<file path="src/rtl/gfinv_pkg.sv">
package gfinv_pkg;
  parameter int unsigned DEG = 8;
  localparam int unsigned ROWS = 2 * DEG - 1;

  typedef logic [DEG-1:0] elem_t;
  typedef logic [DEG:0]   poly_t;

  // u, v: remainders, top bit = x^DEG; t, s: cofactors as field elements
  typedef struct packed {
    poly_t u;
    poly_t v;
    elem_t t;
    elem_t s;
    elem_t g;
    logic  sgn;
    poly_t ring;
  } stage_t;

  // y * x^-1 mod (x^DEG + g), g[0] = 1
  function automatic elem_t div_x(elem_t y, elem_t g);
    elem_t z;
    z = y[0] ? (y ^ g) : y;
    return {y[0], z[DEG-1:1]};
  endfunction
endpackage

</file>
<file path="src/rtl/gfinv_ctrl.sv">
module gfinv_ctrl
  import gfinv_pkg::*;
(
  input  logic  v_top_i,
  input  logic  sgn_i,
  input  poly_t ring_i,
  output logic  c1_o,
  output logic  c2_o,
  output logic  sgn_o,
  output poly_t ring_o
);
  always_comb begin
    c1_o  = v_top_i;
    c2_o  = v_top_i & sgn_i;
    sgn_o = sgn_i ? ~v_top_i : ring_i[0];
    if (sgn_i && !v_top_i)       ring_o = {ring_i[DEG-1:0], 1'b0};
    else if (!sgn_i && !ring_i[0]) ring_o = {1'b0, ring_i[DEG:1]};
    else                         ring_o = ring_i;
  end
endmodule

</file>
<file path="src/rtl/gfinv_cell.sv">
module gfinv_cell (
  input  logic c1_i,
  input  logic c2_i,
  input  logic u_i,
  input  logic v_i,
  input  logic u_lo_i,
  input  logic v_lo_i,
  output logic u_o,
  output logic v_o
);
  assign u_o = c2_i ? v_i : u_i;
  assign v_o = v_lo_i ^ (c1_i & u_lo_i);
endmodule

</file>
<file path="src/rtl/gfinv_row.sv">
module gfinv_row
  import gfinv_pkg::*;
(
  input  logic   clk_i,
  input  logic   rst_ni,
  input  logic   vld_i,
  input  stage_t d_i,
  output logic   vld_o,
  output stage_t q_o
);
  logic   c1, c2, sgn_n;
  poly_t  ring_n, u_n, v_n;
  elem_t  s_n, t_n;
  stage_t nxt;

  gfinv_ctrl u_ctrl (
    .v_top_i (d_i.v[DEG]),
    .sgn_i   (d_i.sgn),
    .ring_i  (d_i.ring),
    .c1_o    (c1),
    .c2_o    (c2),
    .sgn_o   (sgn_n),
    .ring_o  (ring_n)
  );

  for (genvar i = 0; i <= DEG; i++) begin : g_bit
    if (i == 0) begin : g_lsb
      gfinv_cell u_cell (
        .c1_i(c1), .c2_i(c2), .u_i(d_i.u[i]), .v_i(d_i.v[i]),
        .u_lo_i(1'b0), .v_lo_i(1'b0), .u_o(u_n[i]), .v_o(v_n[i])
      );
    end else begin : g_mid
      gfinv_cell u_cell (
        .c1_i(c1), .c2_i(c2), .u_i(d_i.u[i]), .v_i(d_i.v[i]),
        .u_lo_i(d_i.u[i-1]), .v_lo_i(d_i.v[i-1]), .u_o(u_n[i]), .v_o(v_n[i])
      );
    end
  end

  always_comb begin
    s_n = c1 ? (d_i.s ^ d_i.t) : d_i.s;
    t_n = div_x(c2 ? d_i.s : d_i.t, d_i.g);
    nxt = '{u: u_n, v: v_n, t: t_n, s: s_n, g: d_i.g, sgn: sgn_n, ring: ring_n};
  end

  always_ff @(posedge clk_i or negedge rst_ni) begin
    if (!rst_ni) vld_o <= 1'b0;
    else         vld_o <= vld_i;
  end

  always_ff @(posedge clk_i) q_o <= nxt;

  a_r2_vld_fwd: assert property (@(posedge clk_i) disable iff (!rst_ni)
    vld_i |=> vld_o);
  a_r5_bubble_fwd: assert property (@(posedge clk_i) disable iff (!rst_ni)
    !vld_i |=> !vld_o);
  a_r1_swap: assert property (@(posedge clk_i) disable iff (!rst_ni)
    (vld_i && d_i.sgn && d_i.v[DEG]) |=> (q_o.u == $past(d_i.v) && !q_o.sgn));
  a_r1_u_aligned: assert property (@(posedge clk_i) disable iff (!rst_ni)
    vld_o |-> q_o.u[DEG]);
  a_r1_ring_onehot: assert property (@(posedge clk_i) disable iff (!rst_ni)
    vld_o |-> $onehot0(q_o.ring));
endmodule

</file>
<file path="src/rtl/gfinv_array.sv">
module gfinv_array
  import gfinv_pkg::*;
(
  input  logic           clk_i,
  input  logic           rst_ni,
  input  logic           in_vld_i,
  input  logic [DEG-1:0] elem_i,
  input  logic [DEG-1:0] mod_i,
  output logic           out_vld_o,
  output logic [DEG-1:0] inv_o
);
  stage_t stg [ROWS+1];
  logic   vld [ROWS+1];

  // v = x*a, s = x^DEG mod g: total x^-1 scaling over ROWS rows cancels
  assign vld[0] = in_vld_i;
  assign stg[0] = '{u: {1'b1, mod_i}, v: {elem_i, 1'b0}, t: '0, s: mod_i,
                    g: mod_i, sgn: 1'b1, ring: poly_t'(1)};

  for (genvar r = 0; r < ROWS; r++) begin : g_row
    gfinv_row u_row (
      .clk_i  (clk_i),
      .rst_ni (rst_ni),
      .vld_i  (vld[r]),
      .d_i    (stg[r]),
      .vld_o  (vld[r+1]),
      .q_o    (stg[r+1])
    );
  end

  assign out_vld_o = vld[ROWS];
  assign inv_o     = stg[ROWS].t;

  a_r1_gcd_one: assert property (@(posedge clk_i) disable iff (!rst_ni)
    out_vld_o |-> (stg[ROWS].u == {1'b1, {DEG{1'b0}}}));
endmodule

</file>
<file path="config.mk">
export PLATFORM = sky130hd
export DESIGN_NAME = gfinv_array
export DESIGN_NICKNAME = d
export VERILOG_FILES = /design/src/rtl/gfinv_pkg.sv /design/src/rtl/gfinv_ctrl.sv /design/src/rtl/gfinv_cell.sv /design/src/rtl/gfinv_row.sv /design/src/rtl/gfinv_array.sv
export SDC_FILE = /design/constraint.sdc
export NUM_CORES = 1
export LEC_CHECK = 0
export BUFFER_PORTS_ARGS = -buffer_cell sky130_fd_sc_hd__buf_2
export CAP_MARGIN = 20
export CORE_MARGIN = 8
export CORE_UTILIZATION = 47
export DETAILED_ROUTE_END_ITERATION = 10
export GPL_ROUTABILITY_DRIVEN = 0
export PLACE_DENSITY = 0.63
export SLEW_MARGIN = 10
export SYNTH_ARGS = -nofsm -noshare
export SYNTH_HDL_FRONTEND = slang
export SYNTH_SLANG_ARGS = --single-unit
</file>
<file path="constraint.sdc">
create_clock -name clk_i -period 2.5 [get_ports clk_i]
set_input_delay 0.5 -clock clk_i [delete_from_list [all_inputs] [get_ports clk_i]]
set_output_delay 0.5 -clock clk_i [all_outputs]
set_load 0.01 [all_outputs]
</file>
==> results of run 1 <==
-- state kept, by name, indices dropped and copies added (netlist names) --
signal / cells
g_row.u_row.q_o: 550
g_row.u_row.vld_o: 15
-- metrics by stage --
stage          hold WS, ns  total power, W  area [um2]
2_1_floorplan        0.204          0.0225       20100
3_3_place_gp         0.336          0.0239       20400
3_5_place_dp         0.336          0.0241       20400
4_1_cts             0.0131          0.0322       22200
5_1_grt             0.0325          0.0341       22200
6_report            0.0572          0.0318       22200
-- layout by cell type (no fill, tap or decap), types with 11 or more instances in the layout --
| cell type | instances |
|---|---|
| a21o_1 | 30 |
| and2_1 | 20 |
| dfrtp_1 | 15 |
| mux2i_1 | 91 |
| nand3_1 | 63 |
| a211oi_1 | 20 |
| xnor2_1 | 188 |
| nor2b_1 | 26 |
| mux2_1 | 11 |
| o21ai_0 | 42 |
| buf_4 | 11 |
| mux2_2 | 64 |
| clkbuf_16 | 55 |
| a21oi_1 | 21 |
| nand2_1 | 383 |
| clkbuf_8 | 17 |
| buf_2 | 27 |
| xor2_1 | 148 |
| dfxtp_1 | 550 |
| nor2_1 | 13 |
| inv_1 | 15 |
-- how the worst max path moves through the flow --
| stage | to | slack (ns) | start | depth (start not counted) |
|---|---|---|---|---|
| 5_1_grt | g_row[8].u_row.q_o[27]$_DFF_P_ | 0.76 | g_row[7].u_row.q_o[9]$_DFF_P_ | 3 |
| 3_5_place_dp | g_row[8].u_row.q_o[26]$_DFF_P_ | 0.93 | g_row[7].u_row.q_o[9]$_DFF_P_ | 3 |
| 3_3_place_gp | g_row[8].u_row.q_o[26]$_DFF_P_ | 0.92 | g_row[7].u_row.q_o[9]$_DFF_P_ | 3 |
| 4_1_cts | out_vld_o | 0.88 | g_row[14].u_row.vld_o$_DFF_PN0_ | 1 |
| 6_report | g_row[8].u_row.q_o[27]$_DFF_P_ | 0.91 | g_row[7].u_row.q_o[9]$_DFF_P_ | 3 |
| 2_1_floorplan | g_row[0].u_row.q_o[44]$_DFF_P_ | 1.21 | elem_i[7] | 3 |
-- timing repair --
item,CTS,global route
hold endpoints to repair,16,0
resized for setup,0,0
hold buffers,2,0
buffers inserted,0,0
-- cells by family after synthesis --
group                     after synthesis  synth area share
and+or+nand+nor                       528             0.114
DFF                                   565             0.568
muxes                                 174            0.0935
buffers and inverters                 107            0.0289
xor gates and xnor gates              336             0.147
AOI/OAI and AO/OA                     151            0.0493
-- layer usage --
layer  up-vias  global-route usage  share of wire
met5         -                   0              0
met4         0              0.0580          0.033
met3        68              0.0250          0.032
met2       105               0.244           0.54
li1       6023                   -              -
met1      5165               0.116           0.39
-- cell usage after synthesis, drive strengths merged, types with 7 or more instances --
cell and count:
nor2 14, nand3 63, dfrtp 15, mux2i 91
o21ai 50, a221o 7, a21o 30, a22o 7
mux2 83, a21oi 21, inv 17, xnor2 188
dfxtp 550, nor2b 26, xor2 148, nand2 393
and2 20, a211oi 20, buf 85, nor3b 7
-- report_power, final --
group	total (W)	switching, W	internal, W
Sequential	0.0154	0.00301	0.0124
Clock	0.00796	0.00322	0.00473
Combinational	0.00835	0.00366	0.00469
Total	0.0318	0.00989	0.0219
-- area by class of cell --
class / instances / area (um2) / area share
Tap cell: 539 / 674 / 0.0303
Inverter: 17 / 63.8 / 0.00287
Multi-Input combinational cell: 1189 / 8100 / 0.364
Timing Repair Buffer: 40 / 238 / 0.0107
Clock buffer: 82 / 1650 / 0.0741
Clock inverter: 14 / 139 / 0.00624
Sequential cell: 565 / 11400 / 0.512
==> results.md, run 1 <==
* Status: finished, final reports clean
* Core Util, Final at 0.529
* Syn_nets at 1880
* Largest net degree at the start of global routing at 24
* Sequential share of the synthesized area at 0.568
* Num rows at 75
* Ys flop type: dfxtp_1
* Pwr/cell area at 1430 mW/mm2
* First-pass GRT wire length at 51600 um
* Placed insts at 2348
* Startpoint Class: flop
* Flop2flop setup slack at 0.91 ns
* Post-Route WL at 29700 um
* Clk sink count at 565
* Final hold violation count at 0
* FF-to-FF End: g_row[8].u_row.q_o[27]$_DFF_P_
* Pre-CTS setup slack at 0.926 ns
* Non-Filler Instances at 2446
* CTS clk-pin slew, worst paths at 0.06 ns
* RSZ-0062 raised after global routing: no
* FMAX at 630 MHz
* Post-route DRC at 0
* Worst Path Required at 2.95 ns
* Worst path arrival time at 2.04 ns
* Hold WC Path Type: input port to flop
* Register bit total from synthesis at 565
* DR vias/cell at 4.64
* First DRT Iteration DRCs at 387
* Post-synth top area cell: dfxtp_1
* Synth Cell Area at 0.0201 mm2
* Setup violators final at 0
* Sink of the worst hold path: g_row[0].u_row.q_o[18]$_DFF_P_
* Synthesized area per cell at 10.8 um2
* Origin of the critical flop-to-flop path: g_row[7].u_row.q_o[9]$_DFF_P_
* CTS buffer count at 55
* Library cells used by synthesis at 38
* Final max-slew violation count at 0
* Critical path's top delay family: simple AND/OR/NAND/NOR gates
* Die Area at 0.0496 mm2
* Crit-path max cell delay at 0.57 ns
* Total GRT Usage at 0.122
* Filler cell count at 3675
* Critical path, cell by cell: and2_1 -> mux2i_1 -> a32oi_1
* Vias in the first global route at 11600
* Share of the clock period used by the worst path at 0.634
* CTS max path bufs at 3
* GRT overflow at 0
* Core Area at 0.0420 mm2
* Worst Skew at 0.0187 ns
* Worst-Margin Slew at 0.588 ns
* Detail Route Antenna Nets at 0
* Setup TNS at 0 ns
* Top-area cell type share of the netlist area at 0.549
* Starting Density at 0.477
* Die height at 223 um
* Routed len/inst at 12.1 um
* Number of synthesized flops with an enable pin at 0
* Top post-synthesis cells by area: dfxtp_1, xnor2_1, nand2_1
* Setup ws final at 0.914 ns
* Synthesis Warnings at 0
* Setup Crit Path Kind: flop to flop
* Min Tclk post-route at 1.59 ns
* Initial antenna violation count at 0
* Worst min-delay path startpoint: mod_i[0]
* Max_cap viols at 0
* Die X at 223 um
* Post-DP HPWL at 21600 um
* Slew HR at 0.608
* Leakage power of the design at 9.46 nW
* Ys async rst share at 0.0265
* Hold Path Stages at 1
* Depth of the worst register-to-register path at 3
* H-tree lvl count at 2
* Syn Inst Count at 1861
* CTS tree: done
* CP endpoint kind: flop
* Worst skew pair latency at 0.59 ns
* Routed vias at 11400
* Diodes inserted at 0
* Share of layout cells above drive strength 1 at 0.110
* Io pins at 28
* Layout area overhead at 10.9%
* IO buf count at 27
* Critical path fanouts, max at 15
* TritonRoute pass-1 iters at 5
* Root buf cell: clkbuf_16
* Worst IR Drop VDD at 0.000552 V
* Slowest-stage cell, CP: and2_1
* Worst path bufs/invs at 0
* Post-layout nets at 1887
Note: power is estimated with default switching activity, not from simulation.
==> inputs of run 2 (changes only) <==
- ABC_AREA: unset -> 1
- clock period: 2.5 -> 1.6 ns (I/O delays scaled with it)
==> run 2 against run 1 <==
Utilization up 0.96 points. Count of clock-buffer cells in the layout did not move. Sequential share of layout area is 6.6 points lower. Critical path type unchanged. Largest power group unchanged.
==> results.md, run 2 <==
* CTS buffer count at 58 (+5.5%)
* Switching power at 0.0212 W (+110%)
* Synthesis Warnings at 0 (unchanged)
* Synth Cell Area at 0.0224 mm2 (+12%)
* Register bit total from synthesis at 565 (unchanged)
* Setup repair bufs after CTS at 0 (unchanged)
* Most common cell after layout, fill and taps aside: nand2_1
* Critical path, cell by cell: nand2_4 -> o21ai_4 -> inv_2 -> nand2_1 -> nand2_1
* First-pass GRT wire length at 74700 um (+45%)
* Worst path bufs/invs at 1 (+1)
* Worst skew pair latency at 0.62 ns (+0.03 ns)
* Die height at 235 um (+5.4%)
* Setup violators final at 0 (unchanged)
* Leakage power of the design at 13.4 nW (+41%)
* Largest net degree at the start of global routing at 32 (+33%)
* Largest regs: g_row.u_row.q_o x550, g_row.u_row.vld_o x15
* Post-DP HPWL at 32900 um (+52%)
* Status: finished, final reports clean
* Worst IR Drop VDD at 0.00100 V (+82%)
* Hold_buf cts at 18 (+16)
* Post-Route WL at 43700 um (+47%)
* Worst path most repeated cell: nand2_1
* Finished Cell Area at 0.0256 mm2 (+15%)
* Largest register FFs at 550 (unchanged)
* Num rows at 80 (+6.7%)
* FMAX at 678 MHz (+7.5%)
* Top reg by flops: g_row.u_row.q_o
* Worst path arrival time at 1.96 ns (-0.08 ns)
* CTS max path bufs at 3 (unchanged)
* Total GRT Usage at 0.162 (+0.0397)
* Starting Density at 0.473 (-0.00415)
* Die X at 235 um (+5.4%)
* IO buf count at 27 (unchanged)
* Placed insts at 3586 (+53%)
* Core Area at 0.0474 mm2 (+13%)
* Initial antenna violation count at 0 (unchanged)
* Depth of the worst register-to-register path at 5 (+2)
* Sequential share of the synthesized area at 0.507 (-0.0602)
* Ys async rst share at 0.0265 (unchanged)
* RSZ-0062 raised after global routing: no
* Origin of the critical flop-to-flop path: g_row[6].u_row.q_o[42]$_DFF_P_
* Number of synthesized flops with an enable pin at 0 (unchanged)
* Setup Crit Path Kind: flop to flop
* Ys flop type: dfxtp_1
* First DRT Iteration DRCs at 795 (+110%)
* Power share of the clock group at 0.252 (about the same)
* Share of layout cells above drive strength 1 at 0.0746 (-0.0355)
* Top-area cell type share of the netlist area at 0.491 (-0.0583)
* Layout area overhead at 13.9%
* Worst Path Required at 2.09 ns (-0.86 ns)
* Worst Skew at 0.0259 ns (+0.00721 ns)
* Post-route DRC at 0 (unchanged)
* DR vias/cell at 4.63 (-0.35%)
* Diodes inserted at 0 (unchanged)
* CTS tree: done
* Flop2flop setup slack at 0.13 ns (-0.79 ns)
* Post-synth top area cell: dfxtp_1
* Placed inst area at 0.0233 mm2 (+14%)
* Slowest-stage cell, CP: dfxtp_1
* Syn_nets at 3003 (+60%)
* CP endpoint kind: flop
* Critical path's top delay family: flip-flops
* Startpoint Class: flop
* Pwr/cell area at 2210 mW/mm2 (+55%)
* Commonest cells in the netlist: nand2_1, dfxtp_1, inv_1
* Critical path fanouts, max at 16 (+1)
* Synthesized area per cell at 7.52 um2 (-30%)
* Hold WC Path Type: input port to asynchronous set/reset pin
* Setup TNS at 0 ns (unchanged)
* Slew HR at 0.707 (+0.0988)
* Min Tclk post-route at 1.47 ns (-0.111 ns)
* Core Util, Final at 0.539 (+0.00963)
* H-tree lvl count at 2 (unchanged)
* Top post-synthesis cells by area: dfxtp_1, nand2_1, inv_1
* CTS clk-pin slew, worst paths at 0.06 ns (about the same)
* Die Area at 0.0550 mm2 (+11%)
* Detail Route Antenna Nets at 0 (unchanged)
* TritonRoute pass-1 iters at 4 (-1)
* Io pins at 28 (unchanged)
* Post-layout nets at 3068 (+63%)
* Top-count cell post-synth: nand2_1
* Pint at 0.0353 W (+61%)
* Routed vias at 17200 (+51%)
* Comb pwr share at 0.348 (+0.085)
* Routed len/inst at 11.8 um (-2.9%)
* Vias in the first global route at 16800 (+45%)
* Syn Inst Count at 2984 (+60%)
* Switching Share at 0.375 (+0.0640)
* GRT overflow at 0 (unchanged)
* Flop pwr share at 0.401 (-0.085)
* FF-to-FF End: g_row[7].u_row.q_o[31]$_DFF_P_
* Crit-path max cell delay at 0.59 ns (+0.02 ns)
* Clk sink count at 565 (unchanged)
* Non-Filler Instances at 3712 (+52%)
* Library cells used by synthesis at 31 (-18%)
* Final hold violation count at 0 (unchanged)
* Most frequent cells in the layout: nand2_1, dfxtp_1, inv_1
* Max_cap viols at 0 (unchanged)
* Final max-slew violation count at 0 (unchanged)
* Share of the clock period used by the worst path at 0.922 (+0.287)
* Total Power at 0.0565 W (+78%)
* Post-CTS resize count at 0 (unchanged)
* Worst-Margin Slew at 0.440 ns (-0.149 ns)
* Root buf cell: clkbuf_16
-- run 2: changes by cell type in the layout (fill, tap and decap cells not counted), moves of 30 or more --
cell / change
a21o_1: -30
buf_4: +49
inv_1: +518
mux2_2: -64
mux2i_1: -91
nand2_1: +590
nand3_1: +318
nor2_1: +37
o21ai_0: +67
xnor2_1: -181
-- run 2: power groups by stage --
stage	logic (W)	registers, W	clock network (W)
global route	0.0228	0.0232	0.0151
CTS	0.0198	0.0227	0.0146
finish	0.0197	0.0226	0.0142
floorplan	0.0158	0.0218	0
detailed placement	0.0196	0.0229	0
global placement	0.0190	0.0228	0
-- run 2: worst max-delay path by stage --
stage | startpoint | end | cells past startpoint
after global routing | g_row[3].u_row.q_o[42]$_DFF_P_ | g_row[4].u_row.q_o[31]$_DFF_P_ | 5
after CTS | g_row[3].u_row.q_o[42]$_DFF_P_ | g_row[4].u_row.q_o[30]$_DFF_P_ | 5
final | g_row[6].u_row.q_o[42]$_DFF_P_ | g_row[7].u_row.q_o[31]$_DFF_P_ | 5
after floorplan | g_row[1].u_row.q_o[9]$_DFF_P_ | g_row[2].u_row.q_o[1]$_DFF_P_ | 6
after global placement | g_row[3].u_row.q_o[42]$_DFF_P_ | g_row[4].u_row.q_o[30]$_DFF_P_ | 5
after detailed placement | g_row[3].u_row.q_o[42]$_DFF_P_ | g_row[4].u_row.q_o[30]$_DFF_P_ | 5
-- run 2: layout make-up --
class | count | area (um2)
clock inverter | 26 | 369
timing repair buffer | 106 | 786
sequential | 565 | 11400
clock buffer | 82 | 1730
multi-input combinational | 1772 | 8470
tap | 615 | 769
inverter | 546 | 2050
fill | 4351 | 21900
-- run 2: routing by layer --
metal  share of wire  wire, um  up-vias  track usage
li1                -         -     9113            -
met1            0.39     16900     7630        0.158
met2            0.53     23400      308        0.319
met3           0.033      1420      130       0.0260
met4           0.048      2090        0       0.0879
met5               0         0        -            0
-- run 2: logic make-up (layout without fill, tap and decap cells) --
kind of cell,count (synthesis),in the layout,share of synthesized area
simple gates,1421,1421,0.261
buf+inv,647,760,0.115
flops,565,565,0.507
compound gates,170,170,0.0454
xor+xnor,181,181,0.0706
-- run 2: metrics by stage --
stage               worst slack, ns  hold slack, ns
floorplan                     0.476          0.0244
global placement              0.146           0.216
detailed placement            0.145           0.235
CTS                           0.120           0.110
global route                 0.0161           0.159
finish                        0.125           0.136
==> inputs of run 3 (changes only) <==
- CAP_MARGIN: 20 -> 10
- CTS_BUF_LIST: unset -> sky130_fd_sc_hd__clkbuf_2
==> run 3 against run 2 <==
The flow now finishes with violations (negative setup slack). Via count rose by 3.2%. Non-clock buffer count rose by 19. Clock skew rose by 0.054 ns. Clock power fell by 33%. Final cell count rose by 4.0%. Combinational power barely moved. Sequential share of layout area rose by 1.1 points. Total power fell by 8.1%. Routed wire length rose by 2.5%. Utilization fell by 1.3 points. Critical endpoint is now out_vld_o. Largest cell class unchanged.
==> results.md, run 3 (synthesis gave the netlist of run 2 again) <==
* Setup crit end: out_vld_o
* Worst Setup SP: g_row[14].u_row.vld_o$_DFF_PN0_
* Share of the clock period used by the worst path at 1.27 (+0.350)
* Die Area at 0.0550 mm2 (unchanged)
* Core Util, Final at 0.526 (-0.0127)
* Detail Route Antenna Nets at 0 (unchanged)
* CTS buffer count at 143 (+150%)
* Finished Cell Area at 0.0250 mm2 (-2.3%)
* Core Area at 0.0474 mm2 (unchanged)
* Share of layout cells above drive strength 1 at 0.106 (+0.0318)
* Critical path, cell by cell: buf_2
* CTS max path bufs at 3 (unchanged)
* Io pins at 28 (unchanged)
* Worst Path Required at 1.28 ns (-0.81 ns)
* Num rows at 80 (unchanged)
* IO buf count at 27 (unchanged)
* Worst path bufs/invs at 1 (unchanged)
* Startpoint Class: flop
* Setup ws final at -0.435 ns (-0.560 ns)
* Min Tclk post-route at 2.04 ns (+0.560 ns)
* Origin of the critical flop-to-flop path: g_row[3].u_row.q_o[42]$_DFF_P_
* Leakage power of the design at 13.4 nW (about the same)
* Depth of the worst register-to-register path at 5 (unchanged)
* CTS clk-pin slew, worst paths at 0.10 ns (+0.04 ns)
* Setup Crit Path Kind: flop to primary output
* Layout area overhead at 11.2%
* Setup violators final at 9 (+9)
* Most common cell after layout, fill and taps aside: nand2_1
* Worst IR Drop VDD at 0.000660 V (-34%)
* Post-route DRC at 0 (unchanged)
* First-pass GRT wire length at 76200 um (+2.0%)
* Crit-path max cell delay at 0.36 ns (-0.23 ns)
* Die X at 235 um (unchanged)
* Post-Route WL at 44800 um (+2.5%)
* Hold WC Path Type: input port to flop
* TritonRoute pass-1 iters at 5 (+1)
* Routed vias at 17700 (+3.2%)
* Placed inst area at 0.0233 mm2 (unchanged)
* Worst-Margin Slew at 0.814 ns (+0.374 ns)
* First DRT Iteration DRCs at 825 (+3.8%)
* Root buf cell: clkbuf_2
* Post-DP HPWL at 32900 um (unchanged)
* Non-Filler Instances at 3859 (+4.0%)
* Status: finished with violations
* Largest net degree at the start of global routing at 32 (unchanged)
* Starting Density at 0.473 (unchanged)
* Failing checks: negative setup slack
* Crit. path cell count at 1 (-4)
* FMAX at 491 MHz (-28%)
* Flop2flop setup slack at 0.16 ns (+0.03 ns)
* Critical path's top delay family: flip-flops
* FF-to-FF End: g_row[4].u_row.q_o[26]$_DFF_P_
* CTS tree: done
* Worst Skew at 0.0795 ns (+0.0535 ns)
* Vias in the first global route at 17400 (+3.9%)
* Placed insts at 3586 (unchanged)
* Critical path fanouts, max at 1 (-15)
* Slew HR at 0.457 (-0.249)
* H-tree lvl count at 4 (+2)
* Pwr/cell area at 2080 mW/mm2 (-5.9%)
* Initial antenna violation count at 2 (+2)
* Worst path arrival time at 1.72 ns (-0.24 ns)
* Setup repair bufs after CTS at 0 (unchanged)
* Most frequent cells in the layout: nand2_1, dfxtp_1, inv_1
* GRT overflow at 0 (unchanged)
* Final hold violation count at 0 (unchanged)
* Clk sink count at 565 (unchanged)
* Die height at 235 um (unchanged)
* DR vias/cell at 4.59 (-0.76%)
* RSZ-0062 raised after global routing: yes
* Post-layout nets at 3172 (+3.4%)
* Largest register FFs at 550 (unchanged)
* Slowest-stage cell, CP: dfrtp_1
* Max_cap viols at 0 (unchanged)
* Total GRT Usage at 0.168 (+0.00660)
* Routed len/inst at 11.6 um (-1.4%)
* CP endpoint kind: primary output
* Final max-slew violation count at 0 (unchanged)
* Top reg by flops: g_row.u_row.q_o
* Worst skew pair latency at 1.23 ns (+0.61 ns)
* Largest regs: g_row.u_row.q_o x550, g_row.u_row.vld_o x15
==> run 3: cell type report <==
type                       count  area (um2)
sequential                   565       11400
inverter                     546        2050
multi-input combinational   1772        8470
clock buffer                 190         951
antenna                        2        5.00
tap                          615         769
fill                        4509       22500
timing repair buffer         125         995
clock inverter                44         332
==> run 3: worst min-delay path by stage <==
stage | slack, ns | endpoint | from | depth (start not counted)
global route | 0.14 | g_row[0].u_row.vld_o$_DFF_PN0_ | in_vld_i | 3
finish | 0.29 | g_row[0].u_row.vld_o$_DFF_PN0_ | in_vld_i | 3
floorplan | 0.02 | g_row[0].u_row.vld_o$_DFF_PN0_ | rst_ni | 0
global placement | 0.22 | g_row[3].u_row.vld_o$_DFF_PN0_ | rst_ni | 1
CTS | 0.02 | g_row[0].u_row.vld_o$_DFF_PN0_ | in_vld_i | 3
detailed placement | 0.24 | g_row[1].u_row.vld_o$_DFF_PN0_ | rst_ni | 1
==> run 3: timing repair <==
item                                   in CTS  in global routing
hold buffers                               37                  0
gates resized for setup                     2                  5
setup endpoints to repair                   9                 10
endpoints found under the hold margin      49                  0
==> run 3: where the power goes <==
group	internal, W	leakage, nW	switching, W
Sequential	0.0192	4.79	0.00340
Clock	0.00404	0.952	0.00554
Combinational	0.00742	7.64	0.0123
Total	0.0307	13.4	0.0212
==> run 3: per-layer routing <==
layer | part of all wire | vias up | wire (um) | track usage
li1 | - | 9389 | - | -
met1 | 0.38 | 7856 | 17100 | 0.155
met3 | 0.039 | 142 | 1730 | 0.0441
met5 | 0 | - | 0 | 0
met2 | 0.53 | 339 | 23900 | 0.322
met4 | 0.045 | 0 | 2020 | 0.112
==> run 3: worst reg2reg max path, delay by kind of cell (launching register included) <==
kind	cells	cell delay, ns
buf+inv	1	0.16
simple gates	3	0.38
compound gates	1	0.37
flops	1	0.40
==> run 3: stage by stage <==
| stage | total power (W) | setup TNS (ns) | setup slack (ns) | hold slack [ns] |
|---|---|---|---|---|
| finish | 0.0519 | -3.42 | -0.435 | 0.291 |
| global route | 0.0569 | -5.14 | -0.631 | 0.143 |
| CTS | 0.0525 | -5.63 | -0.696 | 0.0195 |
| detailed placement | 0.0426 | 0 | 0.145 | 0.235 |
| floorplan | 0.0375 | 0 | 0.476 | 0.0244 |
| global placement | 0.0419 | 0 | 0.146 | 0.216 |
